## src/rtl/adc_sram_writer_pkg.sv

```systemverilog
package adc_sram_writer_pkg;

   typedef enum logic [1:0] {
      PH_IDLE   = 2'd0,
      PH_SETUP  = 2'd1,
      PH_STROBE = 2'd2,
      PH_HOLD   = 2'd3
   } wr_phase_e;

   typedef enum logic {
      LANE_UPPER = 1'b0,
      LANE_LOWER = 1'b1
   } byte_lane_e;

   function automatic int unsigned max3(input int unsigned a, input int unsigned b,
                                        input int unsigned c);
      int unsigned m;
      m = a;
      if (b > m) m = b;
      if (c > m) m = c;
      return m;
   endfunction

endpackage

```

## src/rtl/conv_done_fall_sync.sv

```systemverilog
module conv_done_fall_sync #(
   parameter int unsigned STAGES = 2
) (
   input  logic clk,
   input  logic rst_n,
   input  logic async_in,
   output logic fall_pulse
);

   logic [STAGES-1:0] chain_q;
   logic              last_q;

   generate
      if (STAGES < 2) begin : g_bad_stages
         $error("conv_done_fall_sync: STAGES must be at least 2");
      end
   endgenerate

   always_ff @(posedge clk or negedge rst_n) begin
      if (!rst_n) begin
         chain_q <= '1;
         last_q  <= 1'b1;
      end else begin
         chain_q <= {chain_q[STAGES-2:0], async_in};
         last_q  <= chain_q[STAGES-1];
      end
   end

   assign fall_pulse = last_q & ~chain_q[STAGES-1];

endmodule

```

## src/rtl/byte_addr_counter.sv

```systemverilog
module byte_addr_counter #(
   parameter int unsigned ADDR_W = 8
) (
   input  logic              clk,
   input  logic              rst_n,
   input  logic              advance,
   output logic [ADDR_W-1:0] count
);

   localparam logic [ADDR_W-1:0] LAST = {ADDR_W{1'b1}};

   always_ff @(posedge clk or negedge rst_n) begin
      if (!rst_n) begin
         count <= '0;
      end else if (advance) begin
         count <= (count == LAST) ? '0 : count + 1'b1;
      end
   end

endmodule

```

## src/rtl/byte_write_sequencer.sv

```systemverilog
module byte_write_sequencer
   import adc_sram_writer_pkg::*;
#(
   parameter int unsigned BYTE_W        = 8,
   parameter int unsigned ADDR_W        = 8,
   parameter int unsigned SETUP_CYCLES  = 1,
   parameter int unsigned STROBE_CYCLES = 1,
   parameter int unsigned HOLD_CYCLES   = 1
) (
   input  logic              clk,
   input  logic              rst_n,
   input  logic              start,
   input  logic [BYTE_W-1:0] upper_in,
   input  logic [BYTE_W-1:0] lower_in,
   input  logic [ADDR_W-1:0] upper_addr,
   input  logic [ADDR_W-1:0] lower_addr,
   output logic              upper_done,
   output logic              lower_done,
   output logic [ADDR_W-1:0] addr_o,
   output logic [BYTE_W-1:0] data_o,
   output logic              we_n_o,
   output logic              busy_o
);

   localparam int unsigned LONGEST = max3(SETUP_CYCLES, STROBE_CYCLES, HOLD_CYCLES);
   localparam int unsigned TMR_W   = (LONGEST > 1) ? $clog2(LONGEST) : 1;
   localparam logic [TMR_W-1:0] SETUP_LAST  = TMR_W'(SETUP_CYCLES - 1);
   localparam logic [TMR_W-1:0] STROBE_LAST = TMR_W'(STROBE_CYCLES - 1);
   localparam logic [TMR_W-1:0] HOLD_LAST   = TMR_W'(HOLD_CYCLES - 1);

   generate
      if (SETUP_CYCLES < 1 || STROBE_CYCLES < 1 || HOLD_CYCLES < 1) begin : g_bad_timing
         $error("byte_write_sequencer: every phase needs at least one cycle");
      end
   endgenerate

   wr_phase_e   phase_q, phase_d;
   byte_lane_e  lane_q, lane_d;
   logic [TMR_W-1:0] tmr_q, tmr_d;
   logic [BYTE_W-1:0] upper_q, lower_q;
   logic        phase_end;
   logic        launch;
   logic [ADDR_W-1:0] addr_d;
   logic [BYTE_W-1:0] data_d;

   assign launch = (phase_q == PH_IDLE) && start;

   always_comb begin
      unique case (phase_q)
         PH_SETUP:  phase_end = (tmr_q == SETUP_LAST);
         PH_STROBE: phase_end = (tmr_q == STROBE_LAST);
         PH_HOLD:   phase_end = (tmr_q == HOLD_LAST);
         default:   phase_end = 1'b0;
      endcase
   end

   always_comb begin
      phase_d    = phase_q;
      lane_d     = lane_q;
      tmr_d      = tmr_q;
      upper_done = 1'b0;
      lower_done = 1'b0;
      unique case (phase_q)
         PH_IDLE: begin
            if (start) begin
               phase_d = PH_SETUP;
               lane_d  = LANE_UPPER;
               tmr_d   = '0;
            end
         end
         PH_SETUP: begin
            if (phase_end) begin
               phase_d = PH_STROBE;
               tmr_d   = '0;
            end else begin
               tmr_d = tmr_q + 1'b1;
            end
         end
         PH_STROBE: begin
            if (phase_end) begin
               phase_d = PH_HOLD;
               tmr_d   = '0;
            end else begin
               tmr_d = tmr_q + 1'b1;
            end
         end
         PH_HOLD: begin
            if (phase_end) begin
               tmr_d = '0;
               if (lane_q == LANE_UPPER) begin
                  phase_d    = PH_SETUP;
                  lane_d     = LANE_LOWER;
                  upper_done = 1'b1;
               end else begin
                  phase_d    = PH_IDLE;
                  lane_d     = LANE_UPPER;
                  lower_done = 1'b1;
               end
            end else begin
               tmr_d = tmr_q + 1'b1;
            end
         end
         default: phase_d = PH_IDLE;
      endcase
   end

   always_comb begin
      if (phase_d == PH_IDLE) begin
         addr_d = upper_addr;
         data_d = '0;
      end else if (lane_d == LANE_LOWER) begin
         addr_d = lower_addr;
         data_d = lower_q;
      end else begin
         addr_d = upper_addr;
         data_d = launch ? upper_in : upper_q;
      end
   end

   always_ff @(posedge clk or negedge rst_n) begin
      if (!rst_n) begin
         phase_q <= PH_IDLE;
         lane_q  <= LANE_UPPER;
         tmr_q   <= '0;
         upper_q <= '0;
         lower_q <= '0;
         addr_o  <= '0;
         data_o  <= '0;
         we_n_o  <= 1'b1;
         busy_o  <= 1'b0;
      end else begin
         phase_q <= phase_d;
         lane_q  <= lane_d;
         tmr_q   <= tmr_d;
         if (launch) begin
            upper_q <= upper_in;
            lower_q <= lower_in;
         end
         addr_o <= addr_d;
         data_o <= data_d;
         we_n_o <= (phase_d != PH_STROBE);
         busy_o <= (phase_d != PH_IDLE);
      end
   end

endmodule

```

## src/rtl/adc_byte_sram_writer.sv

```systemverilog
module adc_byte_sram_writer #(
   parameter int unsigned SAMPLE_W      = 16,
   parameter int unsigned ADDR_W        = 8,
   parameter int unsigned SYNC_STAGES   = 2,
   parameter int unsigned SETUP_CYCLES  = 1,
   parameter int unsigned STROBE_CYCLES = 1,
   parameter int unsigned HOLD_CYCLES   = 1
) (
   input  logic                  clk,
   input  logic                  rst_n,
   input  logic [SAMPLE_W-1:0]   adc_sample,
   input  logic                  conv_done,
   output logic [ADDR_W-1:0]     sram_addr,
   output logic [SAMPLE_W/2-1:0] sram_data,
   output logic                  sram_we_n,
   output logic                  busy
);

   localparam int unsigned BYTE_W = SAMPLE_W / 2;
   localparam int unsigned LANES  = 2;

   generate
      if (SAMPLE_W != 2 * BYTE_W || BYTE_W < 1) begin : g_bad_width
         $error("adc_byte_sram_writer: SAMPLE_W must be an even number of bits");
      end
   endgenerate

   logic                start;
   logic [LANES-1:0]    lane_advance;
   logic [ADDR_W-1:0]   lane_addr [LANES];

   conv_done_fall_sync #(
      .STAGES(SYNC_STAGES)
   ) u_sync (
      .clk       (clk),
      .rst_n     (rst_n),
      .async_in  (conv_done),
      .fall_pulse(start)
   );

   generate
      for (genvar g = 0; g < LANES; g++) begin : g_lane_cnt
         byte_addr_counter #(
            .ADDR_W(ADDR_W)
         ) u_cnt (
            .clk    (clk),
            .rst_n  (rst_n),
            .advance(lane_advance[g]),
            .count  (lane_addr[g])
         );
      end
   endgenerate

   byte_write_sequencer #(
      .BYTE_W       (BYTE_W),
      .ADDR_W       (ADDR_W),
      .SETUP_CYCLES (SETUP_CYCLES),
      .STROBE_CYCLES(STROBE_CYCLES),
      .HOLD_CYCLES  (HOLD_CYCLES)
   ) u_seq (
      .clk       (clk),
      .rst_n     (rst_n),
      .start     (start),
      .upper_in  (adc_sample[SAMPLE_W-1:BYTE_W]),
      .lower_in  (adc_sample[BYTE_W-1:0]),
      .upper_addr(lane_addr[0]),
      .lower_addr(lane_addr[1]),
      .upper_done(lane_advance[0]),
      .lower_done(lane_advance[1]),
      .addr_o    (sram_addr),
      .data_o    (sram_data),
      .we_n_o    (sram_we_n),
      .busy_o    (busy)
   );

endmodule

```

## config.mk

```make
export PLATFORM = sky130hd
export DESIGN_NAME = adc_byte_sram_writer
export DESIGN_NICKNAME = d
export VERILOG_FILES = /design/src/rtl/adc_sram_writer_pkg.sv /design/src/rtl/conv_done_fall_sync.sv /design/src/rtl/byte_addr_counter.sv /design/src/rtl/byte_write_sequencer.sv /design/src/rtl/adc_byte_sram_writer.sv
export SDC_FILE = /design/constraint.sdc
export NUM_CORES = 1
export LEC_CHECK = 0
export BUFFER_PORTS_ARGS = -buffer_cell sky130_fd_sc_hd__buf_2
export CORE_UTILIZATION = 50
export DETAILED_ROUTE_END_ITERATION = 7
export PLACE_DENSITY_LB_ADDON = 0.3
export SLEW_MARGIN = 20
export SYNTH_ARGS = -nofsm -noshare
export SYNTH_HDL_FRONTEND = slang
export SYNTH_SLANG_ARGS = --single-unit
export TNS_END_PERCENT = 50
```

## constraint.sdc

```tcl
create_clock -name clk -period 2.8 [get_ports clk]
set_input_delay 0.28 -clock clk [delete_from_list [all_inputs] [get_ports clk]]
set_output_delay 0.28 -clock clk [all_outputs]
set_load 0.01 [all_outputs]
```

Word-level counts from Yosys, hierarchy flattened
Cells that the tools add are included. W data, S select, Z words.

Output and inout bits: 18. Input bits: 19. Register bits: 57. Word-level logic and storage cells: 57.

Equality and inequality tests: 7. Reductions and logical operators: 5. Add/subtract/negate cells: 3. Mux-type cells: 26. Bitwise gates (word level): 3.

Operator list (number): $mux W8 (7); $add A8 B1 Y8 const B (2); $eq A8 B8 Y1 const B (2); $mux W1 (12); $mux W2 (4); $pmux W2 S4 (1); $eq A2 B2 Y1 const B (2); $logic_not A2 Y1 (2); $pmux W1 S2 (2); $reduce_or A3 Y1 (1); $eq A2 B1 Y1 const B (1); $ne A2 B1 Y1 const B (1); $ne A2 B2 Y1 const B (1); $not A1 Y1 (2); $reduce_bool A2 Y1 (1); $add A1 B1 Y1 const B (1); $and A1 B1 Y1 (1); $logic_and A1 B1 Y1 (1).

Longest topological paths before layout
Depth in word-level cells: 7. Depth in mapped cells: 9. Depth with buffers taken out: 6.

Hierarchy
Synthesis repeated with hierarchy kept, for this count alone.

Cells, all modules: 179. Area, all modules: 2453.6 sq um.

By module, submodules not included: byte_write_sequencer (cells each 111, area each 1622.8 sq um, instances 1, sequential area each 952.2 sq um); byte_addr_counter (cells each 32, area each 369.1 sq um, instances 2, sequential area each 200.2 sq um); conv_done_fall_sync (cells each 4, area each 92.6 sq um, instances 1, sequential area each 78.8 sq um).

Least setup slack after synthesis
No wires, ideal clock.

Kind: register to register. Start point: register u_seq.phase_q[0]. End point: register u_seq.addr_o[6]. Cell stages (with the launch flop): 10. Buffers on the path: 3. Library setup time: 0.136 ns. Period minus slack after synthesis: 2.027 ns. Required time: 2.664 ns. Setup slack: 0.773 ns. Arrival time: 1.892 ns. Cell sequence: dfrtp_1 > inv_1 > ha_1 > and3b_1 > buf_2 > nor3_2 > o211a_1 > buf_4 > buf_6 > o211ai_1.

Cells in the longest elaborated chain, start to end: 7. Elaborated cells on any way between the ends: 16. Those cells by class: eq/ne: 3; mux: 10; reduce/logical: 3.

RTL lines: start, declared (line byte_write_sequencer.sv:37) `wr_phase_e phase_q, phase_d;`; start signal, assigned (line byte_write_sequencer.sv:132) `phase_q <= phase_d;`; $eq A2 B1 Y1 / $eq A2 B2 Y1 (equally long branches) (line byte_write_sequencer.sv:49, byte_write_sequencer.sv:63); $reduce_or A3 Y1 (no source line); $mux W1; $mux W2 (tied with other cells) (line byte_write_sequencer.sv:88) `if (phase_end) begin`; $pmux W2 S4 / $pmux W1 S2 (equally long branches) (line byte_write_sequencer.sv:63) `unique case (phase_q)`; $logic_not A2 Y1 / $mux W8 (equally long branches) (line byte_write_sequencer.sv:108, byte_write_sequencer.sv:111); $mux W8 (*) (line byte_write_sequencer.sv:108) `if (phase_d == PH_IDLE) begin`; named net u_seq.addr_d[6] (line byte_write_sequencer.sv:43) `logic [ADDR_W-1:0] addr_d;`; end signal, assigned (line byte_write_sequencer.sv:139) `addr_o <= addr_d;`; end, declared (line byte_write_sequencer.sv:19) `output logic [ADDR_W-1:0] addr_o,`.

Mark *: on every way through the listed nets, which the timed path passes. The rest lies on a longest branch. A chain may end at the register's enable or synchronous reset.

Worst setup path after layout
Start point: register u_seq.phase_q[0]. End point: register u_seq.data_o[7].

Cells in the longest elaborated chain, start to end: 7. Elaborated cells on any way between the ends: 18. Those cells by class: eq/ne: 3; mux: 11; reduce/logical: 4.

RTL lines: $eq A2 B1 Y1 / $eq A2 B2 Y1 (equally long branches) (line byte_write_sequencer.sv:49, byte_write_sequencer.sv:63); $reduce_or A3 Y1 (no source line); $mux W1; $mux W2 (tied with other cells) (line byte_write_sequencer.sv:88); $pmux W2 S4 / $pmux W1 S2 (equally long branches) (line byte_write_sequencer.sv:63); $logic_not A2 Y1 / $mux W8 (equally long branches) (line byte_write_sequencer.sv:108, byte_write_sequencer.sv:111); $mux W8 (*) (line byte_write_sequencer.sv:108); named net u_seq.data_d[7] (line byte_write_sequencer.sv:44) `logic [BYTE_W-1:0] data_d;`; end signal, assigned (line byte_write_sequencer.sv:140) `data_o <= data_d;`; end, declared (line byte_write_sequencer.sv:20) `output logic [BYTE_W-1:0] data_o,`.

Marks and branches as above.

==> flow_metrics.tcl <==
set metrics [dict create \
    numClockSinks 57 \
    synth.area.top_cells "dfrtp_1, mux2_2, dfstp_2" \
    totalWireLength_um 5209 \
    drt.antenna.violating_nets 0 \
    synth_top_area_share_pct 49.67 \
    gp_congestion 0.8241 \
    clockBufferDepth 2 \
    worstSetupEndpointType "register" \
    layout-drive-gt1-share_pct 32.12 \
    initial_core_util_pct 51.95 \
    synth_largest_area_cell "dfrtp_1" \
    wl_per_cell_um 15.14 \
    cts_setup_buffers 0 \
    antenna_found_initial 0 \
    drcViolationCount 0 \
    die_w_um 75.08 \
    leakage_nw 1.411 \
    syn_to_final_growth_pct 17.15 \
    p_int_mw 2.195 \
    final_common_cell "dfrtp_1" \
    crit_path_max_incr_delay_ps 650 \
    vias_per_cell 5.523 \
    tightest_slew_ps 636.7 \
    syn-cell-area_um2 2670 \
    crit_chain "inv_1, ha_1, or4b_4, o22a_1, a21oi_1, nor3_1" \
    firstDrtPassIters 4 \
    synth-warning-count 0 \
    io_pins 37 \
    crit_fanout 17 \
    status "finished clean" \
    most-common-layout-cells "dfrtp_1, buf_2, mux2_2, nor3_1" \
    grt_pass1_wl_um 9018 \
    h-tree-depth 3 \
    power_density_nw_per_um2 1101 \
    timing.hold.ws_ps 40.84 \
    drv_slew 0 \
    cts_tree "built" \
    core_area_um2 5140 \
    die_y_um 75.08 \
    numCtsBuffers 9 \
    clock_latency_ps 330 \
    grt_max_degree 25 \
    ys_async_sr_fraction_pct 100.0 \
    io_buffers 36 \
    setup_total_negative_slack_ps 0 \
    synthCells 229 \
    synth_cell_types 42 \
    setup_violations 0 \
    nets 294 \
    clockPowerShare_pct 25.2 \
    crit_buf_inv 1 \
    rows 26 \
    arrival_ps 2680 \
    grt_pass1_vias 1862 \
    stdcell_area_um2 3128 \
    synth.avg_cell_area_um2 11.66 \
    hold_violations 0 \
    finalWorstPathRequiredPeriod_ps 2471 \
    slew_headroom_pct 57.56 \
    p_sw_mw 1.249 \
    min_path_type "input pin to register" \
    crit_type "register to register" \
    startpoint_type "register" \
    synth_edf_count 0 \
    syn_nets 254 \
    fin_skew_ps 11.99 \
    ys_seq_area_share_pct 53.61 \
    die_area_um2 5636 \
    path_clk_slew_ps 70 \
    placed_area_um2 2889 \
    ir_drop_uv 630.4 \
    worst_ep_required_time_ps 3010 \
    max_freq_mhz 404.6 \
    critPathTopFamily "simple AND/OR/NAND/NOR gates" \
    cp_slowest_cell "or4b_4" \
    drt-initial-drc-count 147 \
    grt-ovfl-total 0 \
    swShare_pct 36.26 \
    synthFlopType "dfrtp_1" \
    post-route-period-util_pct 88.26 \
    cts_root_buffer "clkbuf_8" \
    maxCapViolations 0 \
    antenna_cells 0 \
    rsz0062_at_grt "no" \
    pwr-share-comb_pct 38.3 \
    dpl.hpwl_um 3505 \
    track_usage_pct 22.29 \
    vias 1900 \
    seqPwrFrac_pct 36.5 \
    ys_ff_latch 57 \
]
## cell usage after synthesis (all sizes together) (4+ instances only)
cell type and instances:
o2111ai 9, o21ai 9, dfstp 4, a21oi 12
nor2 8, nand3 11, mux2 17, nand4 6
and3 4, xnor2 8, o211ai 9, inv 5
dfrtp 53, nor3 18, nand2 11, ha 6
buf 12
## worst reg2reg max path: stages, from the launching register on
cell,delay (ps)
dfrtp_1,410
inv_1,90
ha_1,400
or4b_4,650
o22a_1,450
a21oi_1,280
nor3_1,70
## final timing paths
check / slack (ps) / startpoint / depth (start not counted) / endpoint
hold / removal: 40 / conv_done / 1 / u_sync.chain_q[0]$_DFF_PN1_
hold reg to reg: 360 / u_sync.chain_q[0]$_DFF_PN1_ / 0 / u_sync.chain_q[1]$_DFF_PN1_
max in group asynchronous: 1710 / rst_n / 3 / u_sync.chain_q[0]$_DFF_PN1_
setup / recovery: 330 / u_seq.phase_q[0]$_DFF_PN0_ / 6 / u_seq.data_o[7]$_DFF_PN0_
min in group asynchronous: 400 / rst_n / 2 / u_seq.tmr_q$_DFFE_PN0P_
setup reg to reg: 330 / u_seq.phase_q[0]$_DFF_PN0_ / 6 / u_seq.data_o[7]$_DFF_PN0_
## state kept, by name, indices dropped and copies added, names as in the netlist, 2 cells and up
| name | cells |
|---|---|
| u_seq.lower_q | 8 |
| u_seq.upper_q | 8 |
| u_seq.addr_o | 8 |
| u_seq.phase_q | 2 |
| u_sync.chain_q | 2 |
| u_seq.data_o | 8 |
| g_lane_cnt.u_cnt.count | 16 |
## layout make-up
| class | count | area [um2] |
|---|---|---|
| repair buffers | 44 | 242.7 |
| flip-flops and latches | 57 | 1431 |
| fillers | 418 | 2012 |
| inverters | 5 | 18.77 |
| multi-input cells | 152 | 1119 |
| clock buffers | 11 | 151.4 |
| well taps | 70 | 87.58 |
| clock inverters | 5 | 77.57 |
## metal layers
metal,vias up,track usage (%),part of all wire [%]
met5,-,0,0
met4,0,7.966,1.6
met3,9,7.631,4.8
met2,52,34.03,48
met1,922,29.65,45
li1,917,-,-
## cells by family (layout without fill, tap and decap cells)
group                      Yosys count  after routing  share of synthesized area (%)
muxes                               17             17                          7.169
xor gates and xnor gates            11             11                          3.609
buffers and inverters               20             65                          4.498
DFF                                 57             57                          53.61
adders and majority gates            6              6                          2.812
AOI/OAI and AO/OA                   49             49                          13.82
and+or+nand+nor                     69             69                          14.48
## per-stage QoR
step	power (mW)	setup slack (ps)	std cells	utilization [%]
2_1_floorplan	2.300	772.6	229	-
3_3_place_gp	2.543	441.7	327	56.21
3_5_place_dp	2.575	368.2	327	56.21
4_1_cts	3.460	356.9	344	60.86
5_1_grt	3.696	163.2	344	60.86
6_report	3.444	328.7	344	60.86
## timing repair
item,in CTS,in global routing
hold buffers,1,0
resized for setup,0,0
hold endpoints to repair,14,0
## power groups by stage
stage	registers [mW]	clock network [mW]	logic, mW
2_1_floorplan	1.28	0	1.02
3_3_place_gp	1.26	0	1.28
3_5_place_dp	1.27	0	1.31
4_1_cts	1.26	0.887	1.31
5_1_grt	1.29	0.926	1.48
6_report	1.26	0.869	1.32
No activity file was read; power rests on OpenSTA's default activity.
